$ cat src/rtl/rpt_pkg.sv
package rpt_pkg;
  typedef enum logic {
    BP_SRC_NORMAL = 1'b0,
    BP_SRC_ALIAS  = 1'b1
  } bp_src_e;
endpackage

$ cat src/rtl/rpt_bp_select.sv
module rpt_bp_select #(
  parameter int BPIN_W = 4
) (
  input  logic              groups_en,
  input  logic              cbp_en,
  input  logic              grp1,
  input  logic [BPIN_W-1:0] bp_norm,
  input  logic [BPIN_W-1:0] bp_alias,
  output logic [BPIN_W-1:0] bp_sel
);
  import rpt_pkg::*;

  bp_src_e src;

  // The aliased point applies only to group 1 with banked points in use.
  always_comb begin
    if (groups_en && !cbp_en && grp1) src = BP_SRC_ALIAS;
    else                              src = BP_SRC_NORMAL;
  end

  always_comb begin
    bp_sel = (src == BP_SRC_ALIAS) ? bp_alias : bp_norm;
  end

  always_comb begin
    if (!groups_en || cbp_en || !grp1)
      AST_NORMAL_WHEN_NOT_ALL: assert (bp_sel == bp_norm);
  end
endmodule

$ cat src/rtl/rpt_group_mask.sv
module rpt_group_mask #(
  parameter int PRIO_W = 8,
  parameter int BPIN_W = 4
) (
  input  logic [PRIO_W-1:0] prio,
  input  logic [BPIN_W-1:0] bp,
  output logic [PRIO_W-1:0] grp_prio
);
  localparam int SEL_W = $clog2(PRIO_W);

  logic [SEL_W-1:0]  bp_use;
  logic [PRIO_W-1:0] keep;

  assign bp_use = bp[SEL_W-1:0];

  // Bit i survives only when it lies above the binary point.
  for (genvar i = 0; i < PRIO_W; i++) begin : g_keep
    assign keep[i] = (i > int'(bp_use));
  end

  assign grp_prio = prio & keep;

  always_comb begin
    if (&bp_use)
      AST_TOP_POINT_ZERO: assert (grp_prio == '0);
    AST_LSB_CLEAR: assert (grp_prio[0] == 1'b0);
  end
endmodule

$ cat src/rtl/rpt_run_reg.sv
module rpt_run_reg #(
  parameter int PRIO_W  = 8,
  parameter int ID_W    = 10,
  parameter int IDLE_ID = 1023
) (
  input  logic            clk,
  input  logic            rst,
  input  logic            load,
  input  logic [ID_W-1:0] id_in,
  input  logic [PRIO_W-1:0] grp_prio,
  output logic [ID_W-1:0] run_id,
  output logic [PRIO_W:0] run_prio,
  output logic            upd
);
  localparam logic [ID_W-1:0] IDLE_ID_V   = ID_W'(IDLE_ID);
  localparam logic [PRIO_W:0] IDLE_PRIO_V = {1'b1, {PRIO_W{1'b0}}};

  logic [PRIO_W:0] next_prio;

  always_comb begin
    if (id_in == IDLE_ID_V) next_prio = IDLE_PRIO_V;
    else                    next_prio = {1'b0, grp_prio};
  end

  always_ff @(posedge clk) begin
    if (rst) begin
      run_id   <= IDLE_ID_V;
      run_prio <= IDLE_PRIO_V;
      upd      <= 1'b0;
    end else begin
      upd <= load;
      if (load) begin
        run_id   <= id_in;
        run_prio <= next_prio;
      end
    end
  end

  AST_IDLE_PRIO: assert property (@(posedge clk) disable iff (rst)
    (run_id == IDLE_ID_V) |-> (run_prio == IDLE_PRIO_V));
  AST_REAL_BELOW_IDLE: assert property (@(posedge clk) disable iff (rst)
    (run_id != IDLE_ID_V) |-> (run_prio[PRIO_W] == 1'b0));
  AST_HOLD: assert property (@(posedge clk) disable iff (rst)
    !load |=> ($stable(run_id) && $stable(run_prio)));
  AST_UPD_AFTER_LOAD: assert property (@(posedge clk) disable iff (rst)
    load |=> upd);
  AST_UPD_QUIET: assert property (@(posedge clk) disable iff (rst)
    !load |=> !upd);
endmodule

$ cat src/rtl/rpt_preempt_cmp.sv
module rpt_preempt_cmp #(
  parameter int PRIO_W = 8
) (
  input  logic [PRIO_W-1:0] cand,
  input  logic [PRIO_W:0]   running,
  output logic              preempt
);
  assign preempt = ({1'b0, cand} < running);

  always_comb begin
    if (running[PRIO_W])
      AST_IDLE_ALWAYS_PREEMPT: assert (preempt);
  end
endmodule

$ cat src/rtl/rpt_tracker.sv
module rpt_tracker #(
  parameter int PRIO_W  = 8,
  parameter int ID_W    = 10,
  parameter int BPIN_W  = 4,
  parameter int IDLE_ID = 1023
) (
  input  logic              clk,
  input  logic              rst,
  input  logic              set_valid,
  input  logic [ID_W-1:0]   set_id,
  input  logic [PRIO_W-1:0] set_prio,
  input  logic              set_grp1,
  input  logic              groups_en,
  input  logic              cbp_en,
  input  logic [BPIN_W-1:0] bp_norm,
  input  logic [BPIN_W-1:0] bp_alias,
  input  logic [PRIO_W-1:0] cand_prio,
  output logic [ID_W-1:0]   run_id,
  output logic [PRIO_W:0]   run_prio,
  output logic              idle,
  output logic              preempt,
  output logic              upd_pulse
);
  localparam logic [ID_W-1:0] IDLE_ID_V = ID_W'(IDLE_ID);

  logic [BPIN_W-1:0] bp_sel;
  logic [PRIO_W-1:0] grp_prio;

  rpt_bp_select #(.BPIN_W(BPIN_W)) u_sel (
    .groups_en (groups_en),
    .cbp_en    (cbp_en),
    .grp1      (set_grp1),
    .bp_norm   (bp_norm),
    .bp_alias  (bp_alias),
    .bp_sel    (bp_sel)
  );

  rpt_group_mask #(.PRIO_W(PRIO_W), .BPIN_W(BPIN_W)) u_mask (
    .prio     (set_prio),
    .bp       (bp_sel),
    .grp_prio (grp_prio)
  );

  rpt_run_reg #(.PRIO_W(PRIO_W), .ID_W(ID_W), .IDLE_ID(IDLE_ID)) u_reg (
    .clk      (clk),
    .rst      (rst),
    .load     (set_valid),
    .id_in    (set_id),
    .grp_prio (grp_prio),
    .run_id   (run_id),
    .run_prio (run_prio),
    .upd      (upd_pulse)
  );

  rpt_preempt_cmp #(.PRIO_W(PRIO_W)) u_cmp (
    .cand    (cand_prio),
    .running (run_prio),
    .preempt (preempt)
  );

  assign idle = (run_id == IDLE_ID_V);

  AST_LOAD_IDLE: assert property (@(posedge clk) disable iff (rst)
    (set_valid && set_id == IDLE_ID_V) |=> idle);
  AST_LOAD_ID: assert property (@(posedge clk) disable iff (rst)
    set_valid |=> (run_id == $past(set_id)));
endmodule

$ cat config.mk
export PLATFORM = sky130hd
export DESIGN_NAME = rpt_tracker
export DESIGN_NICKNAME = d
export VERILOG_FILES = /design/src/rtl/rpt_pkg.sv /design/src/rtl/rpt_bp_select.sv /design/src/rtl/rpt_group_mask.sv /design/src/rtl/rpt_run_reg.sv /design/src/rtl/rpt_preempt_cmp.sv /design/src/rtl/rpt_tracker.sv
export SDC_FILE = /design/constraint.sdc
export NUM_CORES = 1
export LEC_CHECK = 0
export ABC_AREA = 1
export BUFFER_PORTS_ARGS = -buffer_cell sky130_fd_sc_hd__buf_2
export CORE_UTILIZATION = 40
export CTS_BUF_LIST = sky130_fd_sc_hd__clkbuf_4 sky130_fd_sc_hd__clkbuf_8
export CTS_CLUSTER_DIAMETER = 120
export DETAILED_ROUTE_END_ITERATION = 7
export GPL_ROUTABILITY_DRIVEN = 1
export PLACE_DENSITY = 0.8
export REMOVE_ABC_BUFFERS = 1
export SETUP_SLACK_MARGIN = 0.5
export SKIP_CTS_REPAIR_TIMING = 1
export SKIP_LAST_GASP = 1
export SYNTH_ARGS = -nofsm -noshare
export SYNTH_HDL_FRONTEND = slang
export SYNTH_SLANG_ARGS = --single-unit
$ cat constraint.sdc
create_clock -name clk -period 1.34 [get_ports clk]
set_clock_uncertainty 0.2 [all_clocks]
set_input_delay 0.268 -clock clk [delete_from_list [all_inputs] [get_ports clk]]
set_output_delay 0.268 -clock clk [all_outputs]
set_load 0.05 [all_outputs]
Word level (Yosys, flattened, before mapping)
Cells that the tools add are included.
- register bits: 20
- input bits: 40
- output and inout port bits: 22
- word-level logic and storage cells: 20
- order comparisons: 8
- eq/ne operators: 2
- multiplexer cells: 3
- bitwise gates (word level): 1
- reduce and logical (&&, ||, !) cells: 3
- operators with widths (kind ; count):
    $eq 10x10->1 const B ; 2
    $gt 3x3->1 const A ; 4
    $lt 8x9->1 ; 1
    $mux 9 ; 1
    $and 8x8->8 ; 1
    $gt 2x3->1 const A ; 2
    $gt 1x3->1 const A ; 1
    $mux 3 ; 1
    $logic_and 1x1->1 ; 2
    $logic_not 1->1 ; 1
    $mux 1 ; 1

Longest topological paths before layout
- depth after elaboration: 8
- depth in mapped cells: 8
- mapped depth without buffers: 8

Hierarchy
A second synthesis with hierarchy kept.
- cells, all modules: 180
- area, all modules: 1188.6 sq um
- by module, submodules not included (module ; sequential area each (sq um) ; cells an instance ; instances ; area each (sq um)):
    rpt_run_reg ; 400.4 ; 93 ; 1 ; 758.2
    rpt_preempt_cmp ; 0.0 ; 41 ; 1 ; 229.0
    rpt_group_mask ; 0.0 ; 24 ; 1 ; 100.1
    rpt_bp_select ; 0.0 ; 14 ; 1 ; 68.8
    rpt_tracker ; 0.0 ; 8 ; 1 ; 32.5

Least setup slack after synthesis
Ideal clock, no wire load.
- kind: register -> output
- from: register u_reg.run_prio[6]
- to: output port preempt
- buffers on the path: 0
- cell stages (with the launch flop): 6
- slack: -1.112 ns
- data arrival time: 1.984 ns
- data required time: 0.872 ns
- path through: dfxtp_1 -> inv_1 -> ha_1 -> a21oi_1 -> o31ai_1 -> a21oi_1
- word-level cells in the longest chain between the ends: 1
- RTL lines (element ; line ; text):
    from (decl) ; rpt_run_reg.sv:12 ; output logic [PRIO_W:0] run_prio,
    from (signal assigned) ; rpt_run_reg.sv:34 ; run_prio <= next_prio;
    $lt 8x9->1 ; rpt_preempt_cmp.sv:8 ; assign preempt = ({1'b0, cand} < running);
    to (decl) ; rpt_tracker.sv:21 ; output logic preempt,
Every way passes these cells.

Worst setup path in the final report
- from: register u_reg.run_prio[7]
- to: output port preempt
Same word-level chain as after synthesis.

==> results.md <==
- Peak supply drop: around 0.00055 V
- Yosys warns: 0
- Chip width: 52.4 microns
- Antenna cells: 0
- I/O pin cnt: 62
- Logic pwr share: between 40% and 50%
- Buf/Inv on CP: 3
- Cell mode on critical path: inv_1
- Outcome: complete, but fails checks
- Period utilization: 151%
- Register area share after synthesis: between 30% and 40%
- GRT Total Usage: 19.6%
- Worst-case clock buffer depth: 2
- Post-route ant nets: 0
- Routed wl met3: roughly 190 microns
- Minimum clock period: about 2.0 ns
- Port buffer count: 56
- Clock buffer count from CTS: 3
- Cell count after synthesis: 153
- Vias/cell: between 5 and 6
- Setup Viol. Count Final: 20
- Max incr delay on CP: 0.36 ns
- Most common cell after layout, fill and taps aside: nand2_1
- # DRC: 0
- Final instance area: just over 2000 sq um
- Core area: approximately 2300 sq um
- Die height: about 52 microns
- Fmax: 493 MHz
- Critical-path cell list: inv_1 -> ha_1 -> inv_1 -> nor3_1 -> a21oi_1 -> buf_4
- Startpoint types: flip-flop
- Clock latency at the later pin of the worst-skew pair: ~0.32 ns
- First-pass GRT wire length: between 4000 and 5000 microns
- Met1 Wirelength: ~1500 microns
- Starting DRT DRC Count: 35
- Failing checks: hold timing, setup timing
- Clock-pin slew on the worst setup and hold paths: between 0.1 and 0.15 ns
- Hold slack final: -0.0220 ns
- CTS tree: yes
- Yosys cell types: 22
- Total gr overflow: 0
- Number of synthesized register bits: 19
- Share of cells above drive strength 1: 67.1%
- CTS root buf: clkbuf_4
- Hold Crit Class: primary input to flip-flop
- Clock Sinks: 19
- Row cnt: 17
- Switching pwr: approximately 0.00062 W
- Vias in the first global route: about 1100
- Switching Fraction: roughly two fifths
- Pwr per Cell Area: between 800 and 900 nW/um^2
- Avg WL per Cell: around 16 microns
- Max capacitance violation total: 0
- Post-Syn Area: 1020 sq um
- Die area: 2750 sq um
- Seq pwr share: between 30% and 40%
- Clock share of power: between 10% and 20%
- Pwr Total: between 0.0015 and 0.002 W
- Area Growth Syn to Fin: 97.7%
- Critical-path top delay cell: dfxtp_2
- Top Metal Used: met4
- H-tree depth: 1
- Worst Setup End Kind: output pin
- Required @ worst endpoint: 0.87 ns
- Crit-path leading delay family: flip-flops
- Via count: 1377
- WS Path Type: flip-flop to output pin
- TritonRoute pass-1 iters: 4
- # fillers: about 100
- CP Data Arrival Time: roughly 1.6 ns
- Reg-to-reg slack, setup: 0.22 ns
- DP HPWL: about 2000 microns
- Pint: around 0.0010 W
- Initial antenna violation count: 0
- Max Fanout on Critical Path: 2
- Nets: approximately 280
- RSZ-0062 raised after global routing: true
- Placer Congestion: about 0.8
- Initial Utilization: between 40% and 50%
- Max-slew violations: 0
- Syn_area_per_cell: 6.65 sq um
- Leak: around 0.96 nW
- Largest net degree at the start of global routing: 14
- Total wire length: around 4200 microns
- Met2 wire length: about 2300 microns
- Final WS setup: -0.690 ns
- Most frequent cells in the layout: nand2_1, buf_2, buf_6
- Final Hold Violating Endpoints: 9
- Placed inst area: between 1000 and 1500 sq um
-- per-stage QoR --
| stage | setup WS [ns] | TNS, ns | instances | utilization (%) |
|---|---|---|---|---|
| 2_1_floorplan | -1.11 | -2.13 | 148 | - |
| 3_3_place_gp | -0.384 | -0.420 | 252 | 63.5 |
| 3_5_place_dp | -0.404 | -0.428 | 252 | 63.5 |
| 4_1_cts | -0.724 | -3.79 | 256 | 64.7 |
| 5_1_grt | -0.732 | -2.58 | 259 | 87.5 |
| 6_report | -0.690 | -2.24 | 259 | 87.5 |
-- cells in the mapped netlist --
cell	n	share of area (%)
nand2_1	56	21
dfxtp_1	19	37
inv_1	18	6.6
nand3_1	15	7.4
a21oi_1	8	3.9
ha_1	6	7.4
nor2_1	6	2.2
nand4_1	3	1.8
buf_2	2	0.98
clkbuf_1	2	0.74
inv_2	2	0.74
nand2_2	2	1.2
nand3b_1	2	1.5
nor2_2	2	1.2
nor3_1	2	0.98
o21ai_0	2	0.98
a21oi_2	1	0.86
buf_4	1	0.74
conb_1	1	0.37
nand3_2	1	0.98
o21ai_1	1	0.49
o31ai_1	1	0.74
-- power by group through the flow --
| stage | combinational [W] | clock [W] | sequential (W) |
|---|---|---|---|
| 6_report | 0.000663 | 0.000321 | 0.000635 |
| 5_1_grt | 0.000695 | 0.000343 | 0.000638 |
| 4_1_cts | 0.000445 | 0.000309 | 0.000617 |
| 3_5_place_dp | 0.000444 | 0 | 0.000630 |
| 3_3_place_gp | 0.000437 | 0 | 0.000628 |
| 2_1_floorplan | 0.000147 | 0 | 0.000750 |
-- layout make-up --
| class | count | area [sq um] | share of cell area (%) |
|---|---|---|---|
| Clock buffer | 3 | 22.5 | 1.12 |
| Clock inverter | 1 | 5.00 | 0.249 |
| Inverter | 20 | 83.8 | 4.17 |
| Multi-Input combinational cell | 109 | 746 | 37.1 |
| Sequential cell | 19 | 407 | 20.2 |
| Tap cell | 28 | 35.0 | 1.74 |
| Timing Repair Buffer | 79 | 712 | 35.4 |
-- kinds of logic after synthesis --
kind of cell    count (synthesis)  synth area share, %
fa+ha+maj                       6                 7.38
other cells                     1                0.369
simple gates                   89                 38.0
buf+inv                        25                 9.84
compound gates                 13                 7.01
flops                          19                 37.4
-- worst reg2reg max path: stages (launching register included) --
cell	delay (ns)
dfxtp_2	0.34
buf_4	0.13
buf_6	0.11
buf_4	0.13
nand2_2	0.07
a21oi_2	0.05
-- state kept, by name, summed over array words and instances (netlist names) --
register        flops
u_reg.upd           1
u_reg.run_id       10
u_reg.run_prio      8
-- path summary, 6_finish.rpt --
kind,depth (start not counted),end,from
worst max-delay path,6,preempt,u_reg.run_prio[7]
worst min-delay path,3,u_reg.run_prio[4],set_prio[4]
worst max register to register,5,u_reg.run_prio[6],u_reg.run_prio[6]
worst min register to register,2,u_reg.run_prio[8],u_reg.run_prio[8]
-- routing by layer --
layer / vias up / global-route usage [%]
li1: 644 / -
met1: 650 / 21.0
met2: 65 / 38.6
met3: 18 / 2.03
met4: 0 / 6.58
met5: - / 0
No activity file was read; power rests on OpenSTA's default activity.
